--- src/rtl/spi_dbuf_master.sv ---
module spi_dbuf_master #(
  parameter int CLK_HZ = 16_000_000,
  parameter int AW     = 12
) (
  input  logic          clk,
  input  logic          rst_n,
  input  logic [AW-1:0] reg_addr,
  input  logic          reg_wr,
  input  logic          reg_rd,
  input  logic [31:0]   reg_wdata,
  output logic [31:0]   reg_rdata,
  output logic          irq,
  output logic          sck,
  output logic          mosi,
  input  logic          miso
);

  localparam logic [AW-1:0] A_READY  = AW'(12'h108);
  localparam logic [AW-1:0] A_IESET  = AW'(12'h304);
  localparam logic [AW-1:0] A_IECLR  = AW'(12'h308);
  localparam logic [AW-1:0] A_ENABLE = AW'(12'h500);
  localparam logic [AW-1:0] A_RXD    = AW'(12'h518);
  localparam logic [AW-1:0] A_TXD    = AW'(12'h51C);
  localparam logic [AW-1:0] A_FREQ   = AW'(12'h524);
  localparam logic [AW-1:0] A_CFG    = AW'(12'h554);
  localparam int DIVW = $clog2(CLK_HZ / 250_000 + 1);

  function automatic int half_for(input logic [31:0] code);
    case (code)
      32'h0200_0000: return CLK_HZ / 250_000;
      32'h0400_0000: return CLK_HZ / 500_000;
      32'h0800_0000: return CLK_HZ / 1_000_000;
      32'h1000_0000: return CLK_HZ / 2_000_000;
      32'h2000_0000: return CLK_HZ / 4_000_000;
      32'h4000_0000: return CLK_HZ / 8_000_000;
      32'h8000_0000: return CLK_HZ / 16_000_000;
      default:       return CLK_HZ / 500_000;
    endcase
  endfunction

  logic [3:0]  en_q;
  logic [31:0] freq_q;
  logic [2:0]  cfg_q;
  logic        int_en, ready_q;
  logic [7:0]  txq0, txq1;
  logic [1:0]  tx_cnt;
  logic [7:0]  rxd_q, rxp_q;
  logic        rxd_v, rxp_v;
  logic        busy, fin, sck_ph;
  logic [4:0]  edg;
  logic [DIVW-1:0] div;
  logic [7:0]  tx_sh, rx_sh;

  wire enabled = (en_q == 4'd1);
  wire order   = cfg_q[0];
  wire cpha    = cfg_q[1];
  wire cpol    = cfg_q[2];

  wire [DIVW-1:0] half_m1 = DIVW'(half_for(freq_q) - 1);
  wire start  = enabled && !busy && !fin && (tx_cnt != 2'd0) && !(rxd_v && rxp_v);
  wire tick   = busy && (div == half_m1);
  wire samp   = tick && (edg[0] == cpha);
  wire push   = reg_wr && reg_addr == A_TXD && enabled && tx_cnt != 2'd2;
  wire rd_pop = reg_rd && reg_addr == A_RXD && rxd_v;
  wire moved  = (rd_pop && rxp_v) || (fin && (!rxd_v || (rd_pop && !rxp_v)));

  wire [2:0] out_idx  = cpha ? 3'((edg - 5'd1) >> 1) : 3'(edg >> 1);
  wire [2:0] in_idx   = 3'(edg >> 1);
  wire [2:0] out_bit  = order ? out_idx : 3'd7 - out_idx;
  wire [2:0] in_bit   = order ? in_idx : 3'd7 - in_idx;

  assign sck  = cpol ^ sck_ph;
  assign mosi = busy && !(cpha && edg == 5'd0) && tx_sh[out_bit];
  assign irq  = ready_q & int_en;

  // control registers
  always_ff @(posedge clk or negedge rst_n) begin
    if (!rst_n) begin
      en_q   <= '0;
      freq_q <= 32'h0400_0000;
      cfg_q  <= '0;
      int_en <= 1'b0;
    end else if (reg_wr) begin
      case (reg_addr)
        A_ENABLE: en_q   <= reg_wdata[3:0];
        A_FREQ:   freq_q <= reg_wdata;
        A_CFG:    cfg_q  <= reg_wdata[2:0];
        A_IESET:  if (reg_wdata[2]) int_en <= 1'b1;
        A_IECLR:  if (reg_wdata[2]) int_en <= 1'b0;
        default: ;
      endcase
    end
  end

  // shift engine
  always_ff @(posedge clk or negedge rst_n) begin
    if (!rst_n) begin
      busy <= 1'b0; fin <= 1'b0; sck_ph <= 1'b0;
      edg <= '0; div <= '0; tx_sh <= '0; rx_sh <= '0;
    end else if (!enabled) begin
      busy <= 1'b0; fin <= 1'b0; sck_ph <= 1'b0;
      edg <= '0; div <= '0;
    end else begin
      fin <= 1'b0;
      if (start) begin
        busy <= 1'b1; tx_sh <= txq0; rx_sh <= '0;
        edg <= '0; div <= '0; sck_ph <= 1'b0;
      end else if (tick) begin
        div    <= '0;
        sck_ph <= ~sck_ph;
        edg    <= edg + 5'd1;
        if (samp) rx_sh[in_bit] <= miso;
        if (edg == 5'd15) begin
          busy <= 1'b0;
          fin  <= 1'b1;
        end
      end else if (busy) begin
        div <= div + 1'b1;
      end
    end
  end

  // transmit queue
  always_ff @(posedge clk or negedge rst_n) begin
    if (!rst_n) begin
      tx_cnt <= '0; txq0 <= '0; txq1 <= '0;
    end else if (!enabled) begin
      tx_cnt <= '0;
    end else begin
      case ({start, push})
        2'b11: begin
          txq0 <= (tx_cnt == 2'd1) ? reg_wdata[7:0] : txq1;
          txq1 <= reg_wdata[7:0];
        end
        2'b10: begin
          txq0   <= txq1;
          tx_cnt <= tx_cnt - 2'd1;
        end
        2'b01: begin
          if (tx_cnt == 2'd0) txq0 <= reg_wdata[7:0];
          else                txq1 <= reg_wdata[7:0];
          tx_cnt <= tx_cnt + 2'd1;
        end
        default: ;
      endcase
    end
  end

  // receive slots and ready flag
  always_ff @(posedge clk or negedge rst_n) begin
    if (!rst_n) begin
      rxd_q <= '0; rxp_q <= '0; rxd_v <= 1'b0; rxp_v <= 1'b0; ready_q <= 1'b0;
    end else begin
      if (!enabled) begin
        rxd_v <= 1'b0;
        rxp_v <= 1'b0;
      end else if (rd_pop) begin
        if (rxp_v) begin
          rxd_q <= rxp_q;
          if (fin) rxp_q <= rx_sh;
          else     rxp_v <= 1'b0;
        end else if (fin) begin
          rxd_q <= rx_sh;
        end else begin
          rxd_v <= 1'b0;
        end
      end else if (fin) begin
        if (!rxd_v) begin
          rxd_q <= rx_sh;
          rxd_v <= 1'b1;
        end else begin
          rxp_q <= rx_sh;
          rxp_v <= 1'b1;
        end
      end
      if (enabled && moved)                    ready_q <= 1'b1;
      else if (reg_wr && reg_addr == A_READY)  ready_q <= reg_wdata[0];
    end
  end

  always_comb begin
    case (reg_addr)
      A_READY:          reg_rdata = {31'd0, ready_q};
      A_IESET, A_IECLR: reg_rdata = {29'd0, int_en, 2'b00};
      A_ENABLE:         reg_rdata = {28'd0, en_q};
      A_RXD:            reg_rdata = {24'd0, rxd_q};
      A_FREQ:           reg_rdata = freq_q;
      A_CFG:            reg_rdata = {29'd0, cfg_q};
      default:          reg_rdata = 32'd0;
    endcase
  end

  assert_no_rx_loss_R9: assert property (@(posedge clk) disable iff (!rst_n)
    fin |-> !(rxd_v && rxp_v));

  assert_push_lands_R2: assert property (@(posedge clk) disable iff (!rst_n)
    push |=> tx_cnt != 2'd0);

  assert_ready_cause_R7: assert property (@(posedge clk) disable iff (!rst_n)
    $rose(ready_q) |-> $past(fin || rd_pop || (reg_wr && reg_addr == A_READY && reg_wdata[0])));

  assert_idle_lines_R1: assert property (@(posedge clk) disable iff (!rst_n)
    !busy |-> (sck == cpol && !mosi));

  assert_fin_after_shift_R3: assert property (@(posedge clk) disable iff (!rst_n)
    fin |-> !busy && $past(busy));

  assert_abort_R10: assert property (@(posedge clk) disable iff (!rst_n)
    !enabled |=> !busy && tx_cnt == 2'd0 && !rxd_v);

endmodule

--- config.mk ---
export PLATFORM = sky130hd
export DESIGN_NAME = spi_dbuf_master
export DESIGN_NICKNAME = d
export VERILOG_FILES = /design/src/rtl/spi_dbuf_master.sv
export SDC_FILE = /design/constraint.sdc
export NUM_CORES = 1
export LEC_CHECK = 0
export BUFFER_PORTS_ARGS = -buffer_cell sky130_fd_sc_hd__buf_2
export CORE_ASPECT_RATIO = 0.6
export CORE_MARGIN = 2
export CORE_UTILIZATION = 50
export DETAILED_ROUTE_END_ITERATION = 6
export MAX_ROUTING_LAYER = met4
export PLACE_DENSITY = 0.71
export SYNTH_ARGS = -nofsm -noshare
export SYNTH_HDL_FRONTEND = slang
export SYNTH_SLANG_ARGS = --single-unit
--- constraint.sdc ---
create_clock -name clk -period 8.9 [get_ports clk]
set_input_delay 1.335 -clock clk [delete_from_list [all_inputs] [get_ports clk]]
set_output_delay 1.335 -clock clk [all_outputs]
set_load 0.02 [all_outputs]
==> results of run 1 <==
[worst min path at each step]
stage / startpoint / to / cells after the start
2_1_floorplan: txq0[5] / tx_sh[5] / 2
3_3_place_gp: tx_sh[0] / tx_sh[0] / 2
3_5_place_dp: tx_sh[5] / tx_sh[5] / 2
4_1_cts: tx_sh[4] / tx_sh[4] / 2
5_1_grt: txq0[2] / txq0[2] / 1
6_report: tx_sh[4] / tx_sh[4] / 2
[cell usage in the layout (no fill, tap or decap), types with 14 or more instances in the layout]
master and n:
mux2_2 56, mux2i_1 21, buf_2 82, and2_1 25, o21ai_0 15, nand2_1 64, nor2_1 34, xnor2_1 14
dfrtp_1 107
[power by group]
group | total, mW | internal, mW | switching [mW]
Combinational | 0.0348 | 0.0119 | 0.0229
Clock | 0.388 | 0.196 | 0.192
Sequential | 0.492 | 0.491 | 0.00112
[worst max-delay path: cells and delay by family]
family,cells,cell delay (ns)
AND/OR/NAND/NOR,3,1.37
buffers and inverters,2,0.28
AO/OA/AOI/OAI,3,0.45
[layout make-up]
type,instances,area (sq um),area share
repair buffers,85,433,0.0649
well taps,160,200,0.0300
clock buffers,9,225,0.0337
clock inverters,7,61.3,0.00918
multi-input cells,402,3000,0.450
inverters,13,48.8,0.00731
flip-flops and latches,108,2700,0.405
[per-layer routing]
layer	vias up	wire length, microns	global-route usage
met5	-	0	-
met4	0	135	0.0606
met3	11	767	0.0487
li1	2147	-	-
met1	2224	7030	0.355
met2	136	5670	0.316
[logic make-up (layout without fill, tap and decap cells)]
logic type / after synthesis / count (layout) / synth area share
simple gates: 191 / 191 / 0.177
mux: 79 / 79 / 0.151
compound gates: 95 / 95 / 0.121
xor+xnor: 25 / 25 / 0.0373
fa+ha+maj: 12 / 12 / 0.0255
buf+inv: 42 / 114 / 0.0290
flops: 108 / 108 / 0.460
[registers in the layout, indices dropped and copies added, names as in the netlist]
| signal | count |
|---|---|
| busy | 1 |
| rx_sh | 8 |
| rxd_q | 8 |
| div | 7 |
| rxd_v | 1 |
| edg | 5 |
| fin | 1 |
| cfg_q | 3 |
| ready_q | 1 |
| tx_cnt | 2 |
| tx_sh | 8 |
| txq0 | 8 |
| sck_ph | 1 |
| en_q | 4 |
| txq1 | 8 |
| int_en | 1 |
| freq_q | 32 |
| rxp_v | 1 |
| rxp_q | 8 |
==> impl_metrics.json, run 1 <==
{
  "start_util": 0.517,
  "startpoint": "reg_addr[9]",
  "post-route-util": 0.587,
  "criticalPathCategory": "input port to output pin",
  "die_h_microns": 88.0,
  "stdcell_area_sq_um": 6680,
  "via_per_inst": 5.76,
  "r2r_end": "edg[3]",
  "grt-ovfl-total": 0,
  "cts_resized": 0,
  "placed_cells": 768,
  "crit_fanout": 33,
  "cp_common_cell": "buf_2",
  "fmax_mhz": 209,
  "hold_class": "flip-flop to flip-flop",
  "htreeDepth": 3,
  "slowest_delay_ns": 0.90,
  "cts_tree": "yes",
  "ys_types": 60,
  "async_reset_ff_frac": 1.00,
  "fill_cells": 948,
  "clock_latency_ns": 0.35,
  "final_nets": 680,
  "fin_cells": 784,
  "path_clk_slew_ns": 0.07,
  "dp_hpwl_microns": 10000,
  "setup_viol": 0,
  "final_max_slew_viol_count": 0,
  "place_ws_ns": 4.15,
  "synth_top_area_frac": 0.456,
  "fp.dieW_microns": 144,
  "worst_slew_pin_slew_ns": 1.02,
  "cap_violations": 0,
  "syn_nets": 613,
  "fin_skew_ns": 0.0131,
  "cp-start-kind": "input port",
  "min_period_ns": 4.79,
  "cp_slowest_cell": "and3_1",
  "regToRegSetupSlack_ns": 4.68,
  "finalPower_mw": 0.915,
  "antenna_found_initial": 0,
  "remaining_drc_errors": 0,
  "rows": 30,
  "worst_r2r_startpoint": "freq_q[10]",
  "cts.sinks": 108,
  "wirelength_microns": 13600,
  "drtPass1Iterations": 6,
  "num_vias": 4518,
  "yosysSeqAreaShare": 0.460,
  "cts_made_buffers": 9,
  "ys.flop_type": "dfrtp_1",
  "wl_per_cell_microns": 17.3,
  "diodes": 0,
  "pwr_density_cell_nw_per_um2": 137,
  "whs_ns": 0.478,
  "port_buffers": 83,
  "fin_tns_setup_ns": 0,
  "hold_violations": 0,
  "cts_setup_buffers": 0,
  "synth_common_cells": "dfrtp_1, nand2_1, mux2_2",
  "power_leakage_nw": 3.25,
  "synth_edf_count": 0,
  "outcome": "complete, no violations",
  "die_area_sq_um": 12700,
  "grt_pass1_vias": 4161,
  "yosysTopAreaCell": "dfrtp_1",
  "area_growth_pct": 13.6,
  "syn-instance-count": 552,
  "fin_crit_sh": 0.538,
  "cp-end-kind": "output pin",
  "critPathCapture": "reg_rdata[2]",
  "placed_area_sq_um": 6390,
  "antenna_left": 0,
  "syn-cell-area_sq_um": 5880,
  "coreArea_sq_um": 11400,
  "synth.most_common_cell": "dfrtp_1",
  "syn-mean-instance-area_sq_um": 10.6,
  "rr_worst_depth": 13,
  "synth_warnings": 0,
  "vdd.ir_drop.worst_v": 0.000106,
  "rsz0062_at_grt": "false",
  "drive_above_1_share": 0.277,
  "required_ns": 7.57,
  "place_congestion": 0.872,
  "drt_iter0_drc": 339,
  "setup_ws_ns": 4.11,
  "path_cells": "buf_2 > nand4bb_1 > nor4_1 > and3_1 > a22oi_1 > o21ai_0 > a221o_1 > buf_2",
  "ios": 84,
  "worstPathArrival_ns": 3.45,
  "synthTopCellsByArea": "dfrtp_1, mux2_2, nand2_1",
  "slew_headroom": 0.318,
  "grt_first_pass_wirelength_microns": 22100,
  "grtUsageTotal": 0.234,
  "cts_root_buf": "clkbuf_16",
  "grt_start_max_net_pins": 56,
  "cts_buffer_depth": 2,
  "ys_seq_elements": 108,
  "cts_hold_buf": 0
}
Note: power is estimated with default switching activity, not from simulation.
==> run 2, diff against run 1 <==
PLACE_DENSITY = 0.74   (was 0.71)
clock period = 4.1 ns   (was 8.9 ns; I/O delays follow)
==> run 2 against run 1 <==
Design area rose by 1.5%. Largest power group unchanged. First-iteration DRC count rose by 1.8%. Power rose by 120%. Setup slack got worse by 3.9 ns. Global-route usage rose by 0.46 points.
==> impl_metrics.json, run 2 (synthesized netlist as in run 1, its figures left out) <==
{
  "mostFrequentLayoutCells": "dfrtp_1, buf_2, nand2_1",
  "cts_buffer_depth": 2,
  "layout_commonest_cell": "dfrtp_1",
  "ios": 84,
  "worstPathArrival_ns": 4.10,
  "fin_tns_setup_ns": 0,
  "place_congestion": 0.876,
  "grt_start_max_net_pins": 45,
  "via_per_inst": 5.94,
  "hold_class": "input port to async pin",
  "worst_r2r_startpoint": "freq_q[11]",
  "fill_cells": 942,
  "cts_made_buffers": 9,
  "remaining_drc_errors": 0,
  "clock_latency_ns": 0.34,
  "grt_first_pass_wirelength_microns": 22500,
  "start_util": 0.517,
  "cts_hold_buf": 0,
  "num_vias": 4707,
  "min_period_ns": 3.89,
  "drtPass1Iterations": 5,
  "cp-start-kind": "flip-flop",
  "htreeDepth": 3,
  "regMostFlops": "freq_q",
  "cts.sinks": 108,
  "largest_reg_flops": 32,
  "cts_setup_buffers": 0,
  "power_leakage_nw": 3.29,
  "fin_crit_sh": 0.949,
  "outcome": "complete, no violations",
  "port_buffers": 83,
  "rows": 30,
  "fmax_mhz": 257,
  "grtUsageTotal": 0.239,
  "coreArea_sq_um": 11400,
  "die_h_microns": 88.0,
  "worst_slew_pin_slew_ns": 1.02,
  "stdcell_area_sq_um": 6780,
  "fp.dieW_microns": 144,
  "area_growth_pct": 15.3,
  "rr_worst_depth": 13,
  "criticalPathCategory": "flip-flop to flip-flop",
  "diodes": 0,
  "cap_violations": 0,
  "wl_per_cell_microns": 18.3,
  "regToRegSetupSlack_ns": 0.21,
  "r2r_end": "rx_sh[1]",
  "cts_root_buf": "clkbuf_16",
  "vdd.ir_drop.worst_v": 0.000187,
  "required_ns": 4.30,
  "final_nets": 688,
  "grt_pass1_vias": 4209,
  "die_area_sq_um": 12700,
  "dp_hpwl_microns": 10400,
  "rsz0062_at_grt": "false",
  "slew_headroom": 0.312,
  "drive_above_1_share": 0.286,
  "drt_iter0_drc": 345,
  "fin_skew_ns": 0.00471,
  "grt-ovfl-total": 0,
  "cts_tree": "yes",
  "antenna_left": 0,
  "placed_area_sq_um": 6440,
  "wirelength_microns": 14500,
  "path_clk_slew_ns": 0.07,
  "cts_resized": 0,
  "cp-end-kind": "flip-flop",
  "crit_fanout": 11,
  "hold_violations": 0,
  "setup_viol": 0,
  "final_max_slew_viol_count": 0,
  "pwr_density_cell_nw_per_um2": 298,
  "post-route-util": 0.596,
  "antenna_found_initial": 0
}
==> run 2: cell type report <==
class	instances	area (sq um)	share of cell area
clock buffers	13	250	0.0369
well taps	160	200	0.0295
clock inverters	3	46.3	0.00683
flip-flops and latches	108	2700	0.399
multi-input cells	403	3040	0.449
repair buffers	92	485	0.0716
inverters	13	48.8	0.00720
==> run 2: report_power, final <==
| group | internal (mW) | total (mW) | switching [mW] |
|---|---|---|---|
| combinational | 0.0276 | 0.0782 | 0.0506 |
| sequential | 1.07 | 1.07 | 0.00239 |
| clock | 0.493 | 0.870 | 0.377 |
==> run 2: worst max-delay path by stage <==
stage	cells after the start	startpoint	slack (ns)	end
after detailed placement	13	freq_q[10]	0.13	rx_sh[1]
final	13	freq_q[11]	0.21	rx_sh[1]
after floorplan	15	freq_q[0]	0.63	rx_sh[5]
after global routing	13	freq_q[11]	0.05	rx_sh[3]
after CTS	13	freq_q[10]	0.1	rx_sh[3]
after global placement	13	freq_q[11]	0.41	edg[3]
==> run 2: per-layer routing <==
metal  vias to the layer above  global-route usage  routed length, microns
li1                       2167                   -                       -
met1                      2320               0.361                    7210
met2                       197               0.336                    6090
met3                        23              0.0405                     985
met4                         0              0.0490                     191
met5                         -                   -                       0
==> run 2: critical path, stage by stage, from the launching register on <==
cell and delay, ns:
dfrtp_1 0.40, nor4_1 0.35, nand2_2 0.21, nor2_1 0.24, nand4_1 0.13, ha_1 0.32
xnor2_1 0.20, or3_1 0.35, a2111o_1 0.40, o22a_1 0.23, a211oi_4 0.27, o21ai_4 0.18
o311ai_1 0.35, o31ai_1 0.12
==> run 2: metrics by stage <==
stage                     hold slack [ns]  instances  power, mW  setup slack [ns]
final                               0.252        792       2.02             0.208
after global routing                0.298        792       2.08            0.0544
after CTS                           0.268        791       2.03            0.0957
after detailed placement            0.464        775       1.17             0.132
after global placement              0.452        775       1.17             0.411
after floorplan                     0.319        552       1.11             0.626
==> run 3, diff against run 2 <==
PLACE_DENSITY = 0.71   (was 0.74)
clock period = 4.4 ns   (was 4.1 ns; I/O delays follow)
==> run 3 against run 2 <==
Setup slack better by 0.18 ns. Register-to-register slack better by 0.18 ns. Sequential power down 7%. Clock-buffer cell count down 1. Combinational power down 9.2%. Highest routed layer unchanged.
==> impl_metrics.json, run 3 (synthesized netlist as in run 1, its figures left out) <==
{
  "fin_tns_setup_ns": 0,
  "final_nets": 686,
  "cts_tree": "yes",
  "fmax_mhz": 249,
  "drt_iter0_drc": 314,
  "grt_start_max_net_pins": 64,
  "num_vias": 4557,
  "clock_latency_ns": 0.35,
  "pwr_density_cell_nw_per_um2": 272,
  "antenna_left": 0,
  "antenna_found_initial": 0,
  "fin_crit_sh": 0.913,
  "wirelength_microns": 14000,
  "start_util": 0.517,
  "cp_slowest_cell": "dfrtp_1",
  "mostFrequentLayoutCells": "dfrtp_1, buf_2, nand2_1",
  "cts_resized": 0,
  "coreArea_sq_um": 11400,
  "grtUsageTotal": 0.241,
  "htreeDepth": 3,
  "power_leakage_nw": 3.27,
  "cp-end-kind": "flip-flop",
  "cts_made_buffers": 9,
  "drive_above_1_share": 0.281,
  "cts.sinks": 108,
  "setup_viol": 0,
  "worst_slew_pin_slew_ns": 0.966,
  "diodes": 0,
  "grt_pass1_vias": 4341,
  "fp.dieW_microns": 144,
  "cap_violations": 0,
  "layout_commonest_cell": "dfrtp_1",
  "crit_fanout": 27,
  "path_clk_slew_ns": 0.07,
  "port_buffers": 83,
  "ios": 84,
  "outcome": "complete, no violations",
  "criticalPathCategory": "flip-flop to flip-flop",
  "die_area_sq_um": 12700,
  "path_cells": "nor4_1 > nand2_1 > nor2_1 > nand4_1 > ha_1 > xnor2_1 > or3_1 > a2111o_1 > o22a_1 > a211oi_2 > o21ai_4 > o311ai_1 > o31ai_1",
  "slowest_delay_ns": 0.39,
  "placed_cells": 774,
  "final_max_slew_viol_count": 0,
  "placed_area_sq_um": 6430,
  "grt_first_pass_wirelength_microns": 22600,
  "path_delay_family": "compound AO/OA/AOI/OAI gates",
  "die_h_microns": 88.0,
  "worstPathArrival_ns": 4.21,
  "rsz0062_at_grt": "false",
  "min_period_ns": 4.02,
  "critical_path_buf_inv_count": 0,
  "cts_hold_buf": 0,
  "area_growth_pct": 14.3,
  "place_congestion": 0.878,
  "whs_ns": 0.199,
  "stdcell_area_sq_um": 6720,
  "hold_class": "input port to async pin",
  "required_ns": 4.59,
  "grt-ovfl-total": 0,
  "fin_cells": 789,
  "cts_setup_buffers": 0,
  "cp-start-kind": "flip-flop",
  "vdd.ir_drop.worst_v": 0.000207,
  "wl_per_cell_microns": 17.7,
  "regMostFlops": "freq_q",
  "cts_buffer_depth": 2,
  "fin_skew_ns": 0.00967,
  "rows": 30,
  "dp_hpwl_microns": 10200,
  "cts_root_buf": "clkbuf_16",
  "hold_violations": 0,
  "drtPass1Iterations": 5,
  "largest_reg_flops": 32,
  "via_per_inst": 5.78,
  "slew_headroom": 0.347,
  "remaining_drc_errors": 0
}
## run 3: changes by cell type in the layout (fill, tap and decap cells not counted), sizes merged
cell,previous run,this run
buf,92,91
bufinv,1,0
o21ai,20,19
clkinv,2,1
clkinvlp,1,3
clkbuf,13,12
## run 3: layer usage
layer,wire (microns),track usage,up-vias
met3,969,0.0585,15
li1,-,-,2154
met1,6890,0.350,2228
met4,189,0.0677,0
met2,5940,0.337,160
met5,0,-,-
## run 3: layout make-up
cell class,count,area (sq um)
Inverter,13,48.8
Sequential cell,108,2700
Multi-Input combinational cell,402,3010
Clock buffer,12,256
Clock inverter,3,22.5
Tap cell,160,200
Fill cell,936,4650
Timing Repair Buffer,91,478
## run 3: final timing paths
check                            from        to  slack, ns  cells past startpoint
max                        freq_q[10]  rx_sh[6]       0.38                     13
min                             rst_n  tx_sh[3]       0.20                      1
max reg2reg                freq_q[10]  rx_sh[6]       0.38                     13
min reg2reg                  tx_sh[0]  tx_sh[0]       0.48                      2
max in group asynchronous       rst_n  cfg_q[1]       3.13                      2
min in group clk             tx_sh[0]  tx_sh[0]       0.48                      2
## run 3: through the flow
stage,power (mW),util,worst slack [ns]
after detailed placement,1.09,0.566,0.374
final,1.83,0.591,0.385
after global placement,1.09,0.566,0.544
after CTS,1.85,0.590,0.321
after global routing,1.90,0.591,0.0228
after floorplan,1.03,-,0.926
## run 3: where the power goes
group	internal (mW)	total, mW	switching (mW)
Combinational	0.0248	0.0710	0.0462
Sequential	0.994	0.996	0.00219
Clock	0.412	0.763	0.351
